[src/rtl/tstamp_pkg.sv]
package tstamp_pkg;

  typedef enum logic [2:0] {
    MODE_OFF    = 3'd0,
    MODE_BOTH   = 3'd1,
    MODE_FALL   = 3'd2,
    MODE_RISE   = 3'd3,
    MODE_DIV_LO = 3'd4,
    MODE_DIV_HI = 3'd5,
    MODE_RSV6   = 3'd6,
    MODE_RSV7   = 3'd7
  } cap_mode_e;

  function automatic logic mode_is_off(cap_mode_e m);
    return (m == MODE_OFF) || (m == MODE_RSV6) || (m == MODE_RSV7);
  endfunction

endpackage

[src/rtl/tstamp_edge.sv]
module tstamp_edge #(
  parameter int STAGES = 2
) (
  input  logic clk,
  input  logic rst_n,
  input  logic pin_async,
  output logic rise,
  output logic fall
);

  logic [STAGES:0] chain_q, chain_d;

  always_comb begin
    chain_d = {chain_q[STAGES-1:0], pin_async};
  end

  always_ff @(posedge clk or negedge rst_n) begin
    if (!rst_n) chain_q <= '0;
    else        chain_q <= chain_d;
  end

  // chain_q[STAGES-1] is the synchronized level, chain_q[STAGES] its history
  assign rise = chain_q[STAGES-1] & ~chain_q[STAGES];
  assign fall = ~chain_q[STAGES-1] & chain_q[STAGES];

endmodule

[src/rtl/tstamp_qual.sv]
module tstamp_qual
  import tstamp_pkg::*;
#(
  parameter int DIV_LO = 4,
  parameter int DIV_HI = 16
) (
  input  logic      clk,
  input  logic      rst_n,
  input  cap_mode_e mode,
  input  logic      restart,
  input  logic      rise,
  input  logic      fall,
  output logic      evt
);

  localparam int PSC_W = $clog2(DIV_HI);

  logic [PSC_W-1:0] psc_q, psc_d;
  logic             divided, hit;

  always_comb begin
    divided = (mode == MODE_DIV_LO) || (mode == MODE_DIV_HI);
    hit     = (mode == MODE_DIV_LO) ? (psc_q == PSC_W'(DIV_LO - 1))
                                    : (psc_q == PSC_W'(DIV_HI - 1));
    case (mode)
      MODE_BOTH:   evt = rise | fall;
      MODE_FALL:   evt = fall;
      MODE_RISE:   evt = rise;
      MODE_DIV_LO,
      MODE_DIV_HI: evt = rise & hit;
      default:     evt = 1'b0;
    endcase

    psc_d = psc_q;
    if (restart)              psc_d = '0;
    else if (divided && rise) psc_d = hit ? '0 : psc_q + PSC_W'(1);
  end

  always_ff @(posedge clk or negedge rst_n) begin
    if (!rst_n) psc_q <= '0;
    else        psc_q <= psc_d;
  end

endmodule

[src/rtl/tstamp_fifo.sv]
module tstamp_fifo #(
  parameter int W     = 16,
  parameter int DEPTH = 4
) (
  input  logic         clk,
  input  logic         rst_n,
  input  logic         flush,
  input  logic         push,
  input  logic         pop_req,
  input  logic [W-1:0] din,
  output logic [W-1:0] dout,
  output logic         not_empty,
  output logic         overflow,
  output logic         accept
);

  localparam int PW = $clog2(DEPTH);
  localparam int CW = PW + 1;

  logic [W-1:0]  mem_q [DEPTH];
  logic [PW-1:0] wp_q, wp_d, rp_q, rp_d;
  logic [CW-1:0] cnt_q, cnt_d;
  logic          ovf_q, ovf_d;
  logic [W-1:0]  dout_q, dout_d;
  logic          pop, full;

  always_comb begin
    full   = (cnt_q == CW'(DEPTH));
    pop    = pop_req && (cnt_q != '0);
    accept = push && !flush && (!full || pop);

    dout_d = pop ? mem_q[rp_q] : dout_q;
    wp_d   = wp_q;
    rp_d   = rp_q;
    cnt_d  = cnt_q;
    ovf_d  = ovf_q;
    if (flush) begin
      wp_d  = '0;
      rp_d  = '0;
      cnt_d = '0;
      ovf_d = 1'b0;
    end else begin
      if (accept) wp_d = wp_q + PW'(1);
      if (pop)    rp_d = rp_q + PW'(1);
      cnt_d = cnt_q + CW'(accept) - CW'(pop);
      if (pop)                 ovf_d = 1'b0;
      else if (push && !accept) ovf_d = 1'b1;
    end
  end

  always_ff @(posedge clk or negedge rst_n) begin
    if (!rst_n) begin
      wp_q   <= '0;
      rp_q   <= '0;
      cnt_q  <= '0;
      ovf_q  <= 1'b0;
      dout_q <= '0;
    end else begin
      wp_q   <= wp_d;
      rp_q   <= rp_d;
      cnt_q  <= cnt_d;
      ovf_q  <= ovf_d;
      dout_q <= dout_d;
    end
  end

  // storage without reset, written only under its enable
  always_ff @(posedge clk) begin
    for (int i = 0; i < DEPTH; i++) begin
      if (accept && (wp_q == PW'(i))) mem_q[i] <= din;
    end
  end

  assign dout      = dout_q;
  assign not_empty = (cnt_q != '0);
  assign overflow  = ovf_q;

endmodule

[src/rtl/tstamp_capture.sv]
module tstamp_capture
  import tstamp_pkg::*;
#(
  parameter  int TW          = 16,
  parameter  int DEPTH       = 4,
  parameter  int SYNC_STAGES = 2,
  parameter  int DIV_LO      = 4,
  parameter  int DIV_HI      = 16,
  localparam int THR_W       = $clog2(DEPTH),
  localparam int CTL_W       = 4 + THR_W
) (
  input  logic             clk,
  input  logic             rst_n,
  input  logic             cap_pin,
  input  logic [TW-1:0]    tmr_a,
  input  logic [TW-1:0]    tmr_b,
  input  logic             ctl_wr,
  input  logic [CTL_W-1:0] ctl_wdata,
  input  logic             rd_en,
  output logic [TW-1:0]    rd_data,
  output logic             not_empty,
  output logic             overflow,
  output logic             irq
);

  // reset: asserted asynchronously, released on a clock edge
  logic [1:0] rsync_q;
  logic       rst_int_n;

  always_ff @(posedge clk or negedge rst_n) begin
    if (!rst_n) rsync_q <= 2'b00;
    else        rsync_q <= {rsync_q[0], 1'b1};
  end
  assign rst_int_n = rsync_q[1];

  // control word
  cap_mode_e        mode_q, mode_d, wr_mode;
  logic             tsel_q, tsel_d;
  logic [THR_W-1:0] thr_q, thr_d;
  logic             mode_chg, mode_off;

  always_comb begin
    wr_mode  = cap_mode_e'(ctl_wdata[2:0]);
    mode_chg = ctl_wr && (wr_mode != mode_q);
    mode_off = mode_is_off(mode_q);
    mode_d   = ctl_wr ? wr_mode      : mode_q;
    tsel_d   = ctl_wr ? ctl_wdata[3] : tsel_q;
    thr_d    = ctl_wr ? ctl_wdata[CTL_W-1:4] : thr_q;
  end

  always_ff @(posedge clk or negedge rst_int_n) begin
    if (!rst_int_n) begin
      mode_q <= MODE_OFF;
      tsel_q <= 1'b0;
      thr_q  <= '0;
    end else begin
      mode_q <= mode_d;
      tsel_q <= tsel_d;
      thr_q  <= thr_d;
    end
  end

  // event path
  logic          rise, fall, evt, accept;
  logic [TW-1:0] stamp;

  tstamp_edge #(.STAGES(SYNC_STAGES)) u_edge (
    .clk       (clk),
    .rst_n     (rst_int_n),
    .pin_async (cap_pin),
    .rise      (rise),
    .fall      (fall)
  );

  tstamp_qual #(.DIV_LO(DIV_LO), .DIV_HI(DIV_HI)) u_qual (
    .clk     (clk),
    .rst_n   (rst_int_n),
    .mode    (mode_q),
    .restart (mode_chg || mode_off),
    .rise    (rise),
    .fall    (fall),
    .evt     (evt)
  );

  assign stamp = tsel_q ? tmr_b : tmr_a;

  tstamp_fifo #(.W(TW), .DEPTH(DEPTH)) u_fifo (
    .clk       (clk),
    .rst_n     (rst_int_n),
    .flush     (mode_off),
    .push      (evt),
    .pop_req   (rd_en),
    .din       (stamp),
    .dout      (rd_data),
    .not_empty (not_empty),
    .overflow  (overflow),
    .accept    (accept)
  );

  // interrupt threshold counter
  logic [THR_W-1:0] icnt_q, icnt_d;
  logic             irq_q, irq_d;
  logic             fire;

  always_comb begin
    fire   = accept && (icnt_q >= thr_q);
    irq_d  = fire;
    icnt_d = icnt_q;
    if (mode_off || mode_chg) icnt_d = '0;
    else if (fire)            icnt_d = '0;
    else if (accept)          icnt_d = icnt_q + THR_W'(1);
  end

  always_ff @(posedge clk or negedge rst_int_n) begin
    if (!rst_int_n) begin
      icnt_q <= '0;
      irq_q  <= 1'b0;
    end else begin
      icnt_q <= icnt_d;
      irq_q  <= irq_d;
    end
  end

  assign irq = irq_q;

endmodule

[config.mk]
export PLATFORM = sky130hd
export DESIGN_NAME = tstamp_capture
export DESIGN_NICKNAME = d
export VERILOG_FILES = /design/src/rtl/tstamp_pkg.sv /design/src/rtl/tstamp_edge.sv /design/src/rtl/tstamp_qual.sv /design/src/rtl/tstamp_fifo.sv /design/src/rtl/tstamp_capture.sv
export SDC_FILE = /design/constraint.sdc
export NUM_CORES = 1
export LEC_CHECK = 0
export ABC_AREA = 1
export BUFFER_PORTS_ARGS = -buffer_cell sky130_fd_sc_hd__buf_2
export CAP_MARGIN = 10
export CORE_MARGIN = 2
export CORE_UTILIZATION = 45
export DETAILED_ROUTE_END_ITERATION = 8
export PLACE_DENSITY = 0.74
export SLEW_MARGIN = 0
export SYNTH_ARGS = -nofsm -noshare
export SYNTH_HDL_FRONTEND = slang
export SYNTH_HIERARCHICAL = 1
export SYNTH_SLANG_ARGS = --single-unit
[constraint.sdc]
create_clock -name clk -period 2.34 [get_ports clk]
set_input_delay 0.351 -clock clk [delete_from_list [all_inputs] [get_ports clk]]
set_output_delay 0.351 -clock clk [all_outputs]
set_load 0.01 [all_outputs]
==> results of run 1 <==
==> cells in the mapped netlist <==
cell type and number:
a31oi_1 1, ha_1 9, buf_2 2, a21oi_1 4
mux2_1 2, xnor2_1 1, nand4_1 1, o21ai_1 21
inv_4 1, nand3b_4 1, buf_4 7, inv_6 2
nand2_1 201, buf_8 1, inv_2 2, nand2_2 3
buf_6 6, inv_1 33, edfxtp_1 64, conb_1 1
o21ai_0 20, nor2_1 34, nand2_4 2, fa_1 1
nor3_1 1, xor2_1 3, and3b_2 1, dfrtp_1 42
nor3_4 1, a21oi_2 1, nor2_2 1, nand3_1 10
==> power groups by stage <==
stage	logic (mW)	clock network, mW	registers, mW
2_1_floorplan	1.09	0	2.48
3_3_place_gp	1.43	0	2.45
3_5_place_dp	1.49	0	2.46
4_1_cts	1.51	1.16	2.42
5_1_grt	1.71	1.24	2.46
6_report	1.50	1.13	2.42
==> state kept, by name, summed over array words and instances (netlist names) <==
signal,count
icnt_q,2
irq,1
u_fifo/mem_q,64
u_edge/chain_q,3
u_fifo/dout,16
tsel_q,1
u_fifo/rp_q,2
mode_q,3
thr_q,2
u_fifo/cnt_q,3
rsync_q,2
u_fifo/overflow,1
u_fifo/wp_q,2
u_qual/psc_q,4
==> kinds of logic (layout without fill, tap and decap cells) <==
kind of cell | after synthesis | count (layout)
simple gates | 256 | 256
flops | 106 | 106
buf+inv | 54 | 129
compound gates | 47 | 47
fa+ha+maj | 10 | 10
xor+xnor | 4 | 4
mux | 2 | 2
other cells | 1 | 1
==> worst max-delay path by stage <==
stage          cells past startpoint                 end       from
2_1_floorplan                      9  u_fifo/mem_q[0][0]  mode_q[1]
3_3_place_gp                      14     u_fifo/cnt_q[2]  mode_q[0]
3_5_place_dp                      15     u_fifo/cnt_q[2]  mode_q[0]
4_1_cts                           15     u_fifo/cnt_q[2]  mode_q[0]
5_1_grt                           15     u_fifo/cnt_q[2]  mode_q[0]
6_report                          15     u_fifo/cnt_q[2]  mode_q[0]
==> layer usage <==
| metal | GRT usage (%) | part of all wire [%] |
|---|---|---|
| met5 | 0 | 0 |
| met4 | 8.91 | 3.0 |
| met3 | 4.92 | 5.6 |
| met2 | 29.6 | 49 |
| met1 | 21.4 | 43 |
==> per-stage QoR <==
stage,worst slack [ps],setup TNS (ps)
after floorplan,-25.0,-1600
after global placement,219,0
after detailed placement,60.8,0
after CTS,31.0,0
after global routing,-14.5,-14.5
final,112,0
==> area by class of cell <==
cell class / instances / area, um^2
inverters: 38 / 155
well taps: 136 / 170
flip-flops and latches: 106 / 2980
fillers: 913 / 4840
clock buffers: 10 / 138
multi-input cells: 320 / 1490
clock inverters: 6 / 68.8
repair buffers: 75 / 438
==> what timing repair did <==
action / in CTS / in global routing
setup endpoints to repair: 1 / 18
pin swaps: 0 / 1
resized for setup: 1 / 7
hold buffers: 1 / 0
hold endpoints to repair: 2 / 0
buffers inserted: 0 / 2
==> out/qor.log, run 1 <==
[status] status finished clean
[global_route] overall global routing resource usage 17.8%
[global_route] via count of the first global-routing pass 3341
[synth] netlist area before placement 0.00474 mm^2
[finish] most common cell after layout, fill and taps aside nand2_1
[power] Power Density 930 mW/mm^2
[sta] actual transition at the worst max-transition pin 961 ps
[clock_tree] register clock-pin slew on the reported worst setup and hold paths 110 ps
[synth] register area share after synthesis 62.7%
[finish] Post-Layout Cell Count 691
[detailed_routing] detail-routed via count per cell 4.80
[clock_tree] clock network latency to the later pin of the worst-skew pair 380 ps
[placed_design] Buffers on Ports 61
[sta] shortest period the worst path allows 2230 ps
[hold_path] Hold Path Class input pin to flop
[finish] net count of the finished layout 603
[synth] largest family of logic cells by synthesized area simple AND/OR/NAND/NOR gates
[finish] final cell utilization of the core 52.9%
[sta] count of endpoints failing setup in the final report 0
[floorplanning] Die Area 0.0114 mm^2
[detailed_routing] First DRT Iteration DRCs 239
[sta] Final Skew 8.46 ps
[hold_path] startpoint of the most critical hold path cap_pin
[worst_setup_path] type of the worst setup path flop to flop
[synth] total of warnings raised by yosys 6
[synth] adder-cell share of the synthesized area 2.80%
[power] fraction of power spent switching nets 36.3%
[finish] antenna diode count 0
[worst_setup_path] maximum fanout along the worst path 5
[worst_setup_path] category of cells accounting for the largest share of critical-path delay adder cells
[synth] total nets after synthesis 533
[detailed_routing] antenna-violating nets left 0
[worst_setup_path] data arrival time at the worst-slack endpoint 2540 ps
[detailed_routing] number of detailed-routing iterations run before antenna repair 4
[power] internal power component 3.22 mW
[detailed_routing] Final Routed Wirelength 9350 um
[finish] share of post-route cells with drive strength above 1 20.2%
[placed_design] global placer's final weighted congestion 0.806
[finish] Area Overhead vs Synth 14.5%
[clock_tree] clock root buffer master clkbuf_8
[floorplanning] Starting Density 46.2%
[floorplanning] Horiz. Die Dim 107 um
[floorplanning] Die Span Y 107 um
[global_route] wire length of the first global-routing pass 15500 um
[detailed_routing] Vias 3315
[worst_setup_path] Worst Path Buf+Inv 5
[clock_tree] number of H-tree levels 3
[power] total power draw 5.05 mW
[synth] Post-Syn Area per Cell 9.88 um^2
[finish] Finished Cell Area 0.00543 mm^2
[synth] share of the synthesized area in the top cell type 40.5%
[synth] instance count of the mapped netlist 480
[power] Leak Pwr 2.53 nW
[floorplanning] core outline area 0.0103 mm^2
[clock_tree] clock tree from TritonCTS done
[worst_setup_path] category of the worst setup path capture point flop
[worst_setup_path] depth of the most critical reg-to-reg path 15
[synth] fraction of the mapped netlist area in compound gates 5.06%
[clock_tree] CTS Sinks 106
[synth] main area contributors after synthesis edfxtp_1, dfrtp_1, nand2_1, nor2_1, inv_1
[global_route] total overflow reported by the global router 0
[synth] library cell occupying the most area in the post-synthesis netlist edfxtp_1
[synth] share of the synthesized netlist area taken by xor and xnor gates 0.738%
[worst_setup_path] required time of the critical path 2660 ps
[worst_setup_path] CP startpoint kind flop
[global_route] number of antenna violations at the first check in global routing 0
[clock_tree] TritonCTS Buffers 9
[detailed_routing] drt wl/cell 13.5 um
[power] fraction of power consumed by combinational cells 29.7%
[sta] Final period util 95.2%
[worst_setup_path] cell type of the slowest stage on the worst timing path dfrtp_2
[sta] worst max-slew margin expressed relative to the limit 35.9%
[global_route] maximum number of pins on one net before global-route repair 41
[power] portion of total power attributed to the clock network 22.4%
[worst_setup_path] origin of the critical flop-to-flop path mode_q[0]
[power] Seq pwr share 47.9%
[sta] worst-case hold slack 73.1 ps
[worst_setup_path] worst setup slack for register-to-register paths 110 ps
[hold_path] Cells on Worst Hold Path 1
[sta] number of pins exceeding their max-slew limit in the final report 0
[sta] Max Clock Freq 449 MHz
[synth] mux share of post-synthesis cell area 0.475%
[synth] flip-flop and latch count after synthesis 106
[power] Switching Power 1.83 mW
[flow_run] reported max-cap violation count 0
[placed_design] half-perimeter wire length after placement 6010 um
[hold_path] destination of the worst hold path u_edge/chain_q[0]
[placed_design] placed cell count 672
[worst_setup_path] largest stage delay on the critical path 460 ps
[power] maximum vdd drop 440 uV
[floorplanning] number of top-level pins 62
[sta] final-report hold violation count 0
[synth] simple-gate portion of the synthesized area 21.9%
[finish] most frequent cells in the layout nand2_1, edfxtp_1, buf_2, dfrtp_1, inv_1
[worst_setup_path] endpoint of the most critical register-to-register path u_fifo/cnt_q[2]
[synth] count of distinct cell types in the synthesized netlist 32
[worst_setup_path] crit path cell chain buf_4 > buf_4 > nand2_1 > a31oi_1 > o21ai_2 > inv_1 > nor2_2 > nand2_2 > inv_1 > ha_1 > inv_1 > fa_1 > nand2_1 > nand2_1 > nor2_1
[detailed_routing] DRC 0
[placed_design] total placed instance area 0.00518 mm^2
[floorplanning] FP Rows 37
[clock_tree] largest buffer count on any clock path 2
Note: power is estimated with default switching activity, not from simulation.
==> inputs of run 2 (changes only) <==
CORE_MARGIN = unset   (was 2)
==> run 2 against run 1 <==
Sequential share of layout area grew 0.61 points. Power is 3.5% lower. Final area is 1.1% lower. Count of clock-buffer cells in the layout up 2. Die area fell by 3.7%. Combinational power is essentially flat.
==> out/qor.log, run 2 (synthesized netlist as in run 1, its figures left out) <==
[status] status finished clean
[clock_tree] number of H-tree levels 3
[sta] final-report hold violation count 0
[finish] net count of the finished layout 605
[sta] Final period util 90.8%
[sta] actual transition at the worst max-transition pin 924 ps
[clock_tree] TritonCTS Buffers 9
[flow_run] reported max-cap violation count 0
[finish] Post-Layout Cell Count 693
[clock_tree] register clock-pin slew on the reported worst setup and hold paths 100 ps
[worst_setup_path] type of the worst setup path flop to flop
[power] Power Density 907 mW/mm^2
[finish] Area Overhead vs Synth 13.3%
[placed_design] Buffers on Ports 61
[worst_setup_path] maximum fanout along the worst path 4
[sta] RSZ-0062 raised after global routing no
[sta] Final Skew 13.9 ps
[sta] number of pins exceeding their max-slew limit in the final report 0
[detailed_routing] detail-routed via count per cell 4.80
[finish] most frequent cells in the layout nand2_1, edfxtp_1, buf_2, dfrtp_1, inv_1
[finish] antenna diode count 0
[power] Leak Pwr 2.52 nW
[finish] most common cell after layout, fill and taps aside nand2_1
[worst_setup_path] crit path cell chain nor2_2 > nand3_1 > nand2_1 > nand2_1 > o21ai_2 > inv_1 > nor2_1 > nand2_2 > inv_1 > ha_1 > inv_1 > fa_1 > nand2_1 > nand2_1 > nor2_1
[clock_tree] clock root buffer master clkbuf_8
[placed_design] global placer's final weighted congestion 0.791
[global_route] total overflow reported by the global router 0
[floorplanning] Starting Density 46.2%
[finish] share of post-route cells with drive strength above 1 19.6%
[global_route] wire length of the first global-routing pass 15200 um
[global_route] maximum number of pins on one net before global-route repair 41
[floorplanning] Die Area 0.0110 mm^2
[sta] shortest period the worst path allows 2120 ps
[finish] FILL cells 966
[clock_tree] clock tree from TritonCTS done
[placed_design] placed cell count 675
[power] maximum vdd drop 411 uV
[worst_setup_path] required time of the critical path 2640 ps
[worst_setup_path] CP startpoint kind flop
[finish] flip-flop count of the largest register after layout 64
[placed_design] pre-CTS setup slack 101 ps
[floorplanning] Horiz. Die Dim 105 um
[sta] count of endpoints failing setup in the final report 0
[clock_tree] largest buffer count on any clock path 2
[detailed_routing] Vias 3327
[sta] worst max-slew margin expressed relative to the limit 38.4%
[clock_tree] clock network latency to the later pin of the worst-skew pair 370 ps
[global_route] via count of the first global-routing pass 3181
[hold_path] Hold Path Class input pin to flop
[worst_setup_path] data arrival time at the worst-slack endpoint 2420 ps
[floorplanning] number of top-level pins 62
[floorplanning] core outline area 0.0103 mm^2
[global_route] overall global routing resource usage 17.8%
[detailed_routing] drt wl/cell 13.2 um
[detailed_routing] First DRT Iteration DRCs 146
[sta] Final WS setup 215 ps
[detailed_routing] antenna-violating nets left 0
[global_route] number of antenna violations at the first check in global routing 0
[worst_setup_path] cell type of the slowest stage on the worst timing path dfrtp_2
[placed_design] half-perimeter wire length after placement 6170 um
[worst_setup_path] largest stage delay on the critical path 440 ps
[floorplanning] FP Rows 37
[detailed_routing] Final Routed Wirelength 9140 um
[worst_setup_path] category of the worst setup path capture point flop
[detailed_routing] number of detailed-routing iterations run before antenna repair 7
[power] total power draw 4.87 mW
[sta] Max Clock Freq 471 MHz
[floorplanning] Die Span Y 105 um
[detailed_routing] DRC 0
[clock_tree] CTS Sinks 106
[finish] largest reg by FF count u_fifo/mem_q
[worst_setup_path] most frequent cell on the critical path nand2_1
## run 2: stage by stage
| stage | hold WS, ps | utilization [%] | TNS (ps) | instance area (um^2) |
|---|---|---|---|---|
| 2_1_floorplan | 55.4 | - | -1600 | 4740 |
| 3_3_place_gp | 137 | 50.4 | 0 | 5180 |
| 3_5_place_dp | 141 | 50.4 | 0 | 5180 |
| 4_1_cts | 65.8 | 52.1 | 0 | 5360 |
| 5_1_grt | 56.5 | 52.3 | 0 | 5370 |
| 6_report | 81.2 | 52.3 | 0 | 5370 |
## run 2: repair_timing
action                                  4_1_cts  5_1_grt
endpoints found under the setup margin        0       26
buffers inserted                              0        1
resized for setup                             0        6
endpoints found under the hold margin         2        0
hold buffers                                  1        0
## run 2: per-layer routing
| metal | track usage, % | part of all wire, % |
|---|---|---|
| met5 | 0 | 0 |
| met4 | 7.55 | 1.8 |
| met3 | 2.87 | 4.4 |
| met2 | 30.4 | 50 |
| met1 | 22.6 | 44 |
## run 2: worst paths after layout
path	start	endpoint	slack [ps]	cells after the start
max	mode_q[0]	u_fifo/cnt_q[2]	220	15
min	cap_pin	u_edge/chain_q[0]	80	1
max reg2reg	mode_q[0]	u_fifo/cnt_q[2]	220	15
min reg2reg	u_edge/chain_q[0]	u_edge/chain_q[1]	360	0
max in group asynchronous	rsync_q[1]	mode_q[0]	1290	0
min in group asynchronous	rst_n	rsync_q[0]	290	2
## run 2: cell type report
type                    count  area [um^2]  area share (%)
clock buffers              12          135            2.51
clock inverters             4         28.8           0.536
inverters                  38          155            2.89
multi-input cells         320         1480            27.5
flip-flops and latches    106         2980            55.4
well taps                 136          170            3.17
repair buffers             77          428            7.96
## run 2: power by group
part / total [mW] / switching (mW) / internal, mW
Clock: 0.978 / 0.587 / 0.391
Sequential: 2.42 / 0.180 / 2.24
Combinational: 1.47 / 0.947 / 0.528
## run 2: worst max-delay path: cells and delay by family (launching register included)
family / cells / cell delay (ps)
AO/OA/AOI/OAI: 1 / 160
buffers and inverters: 3 / 170
AND/OR/NAND/NOR: 9 / 750
adder cells (fa/ha/maj): 2 / 530
flip-flops: 1 / 440
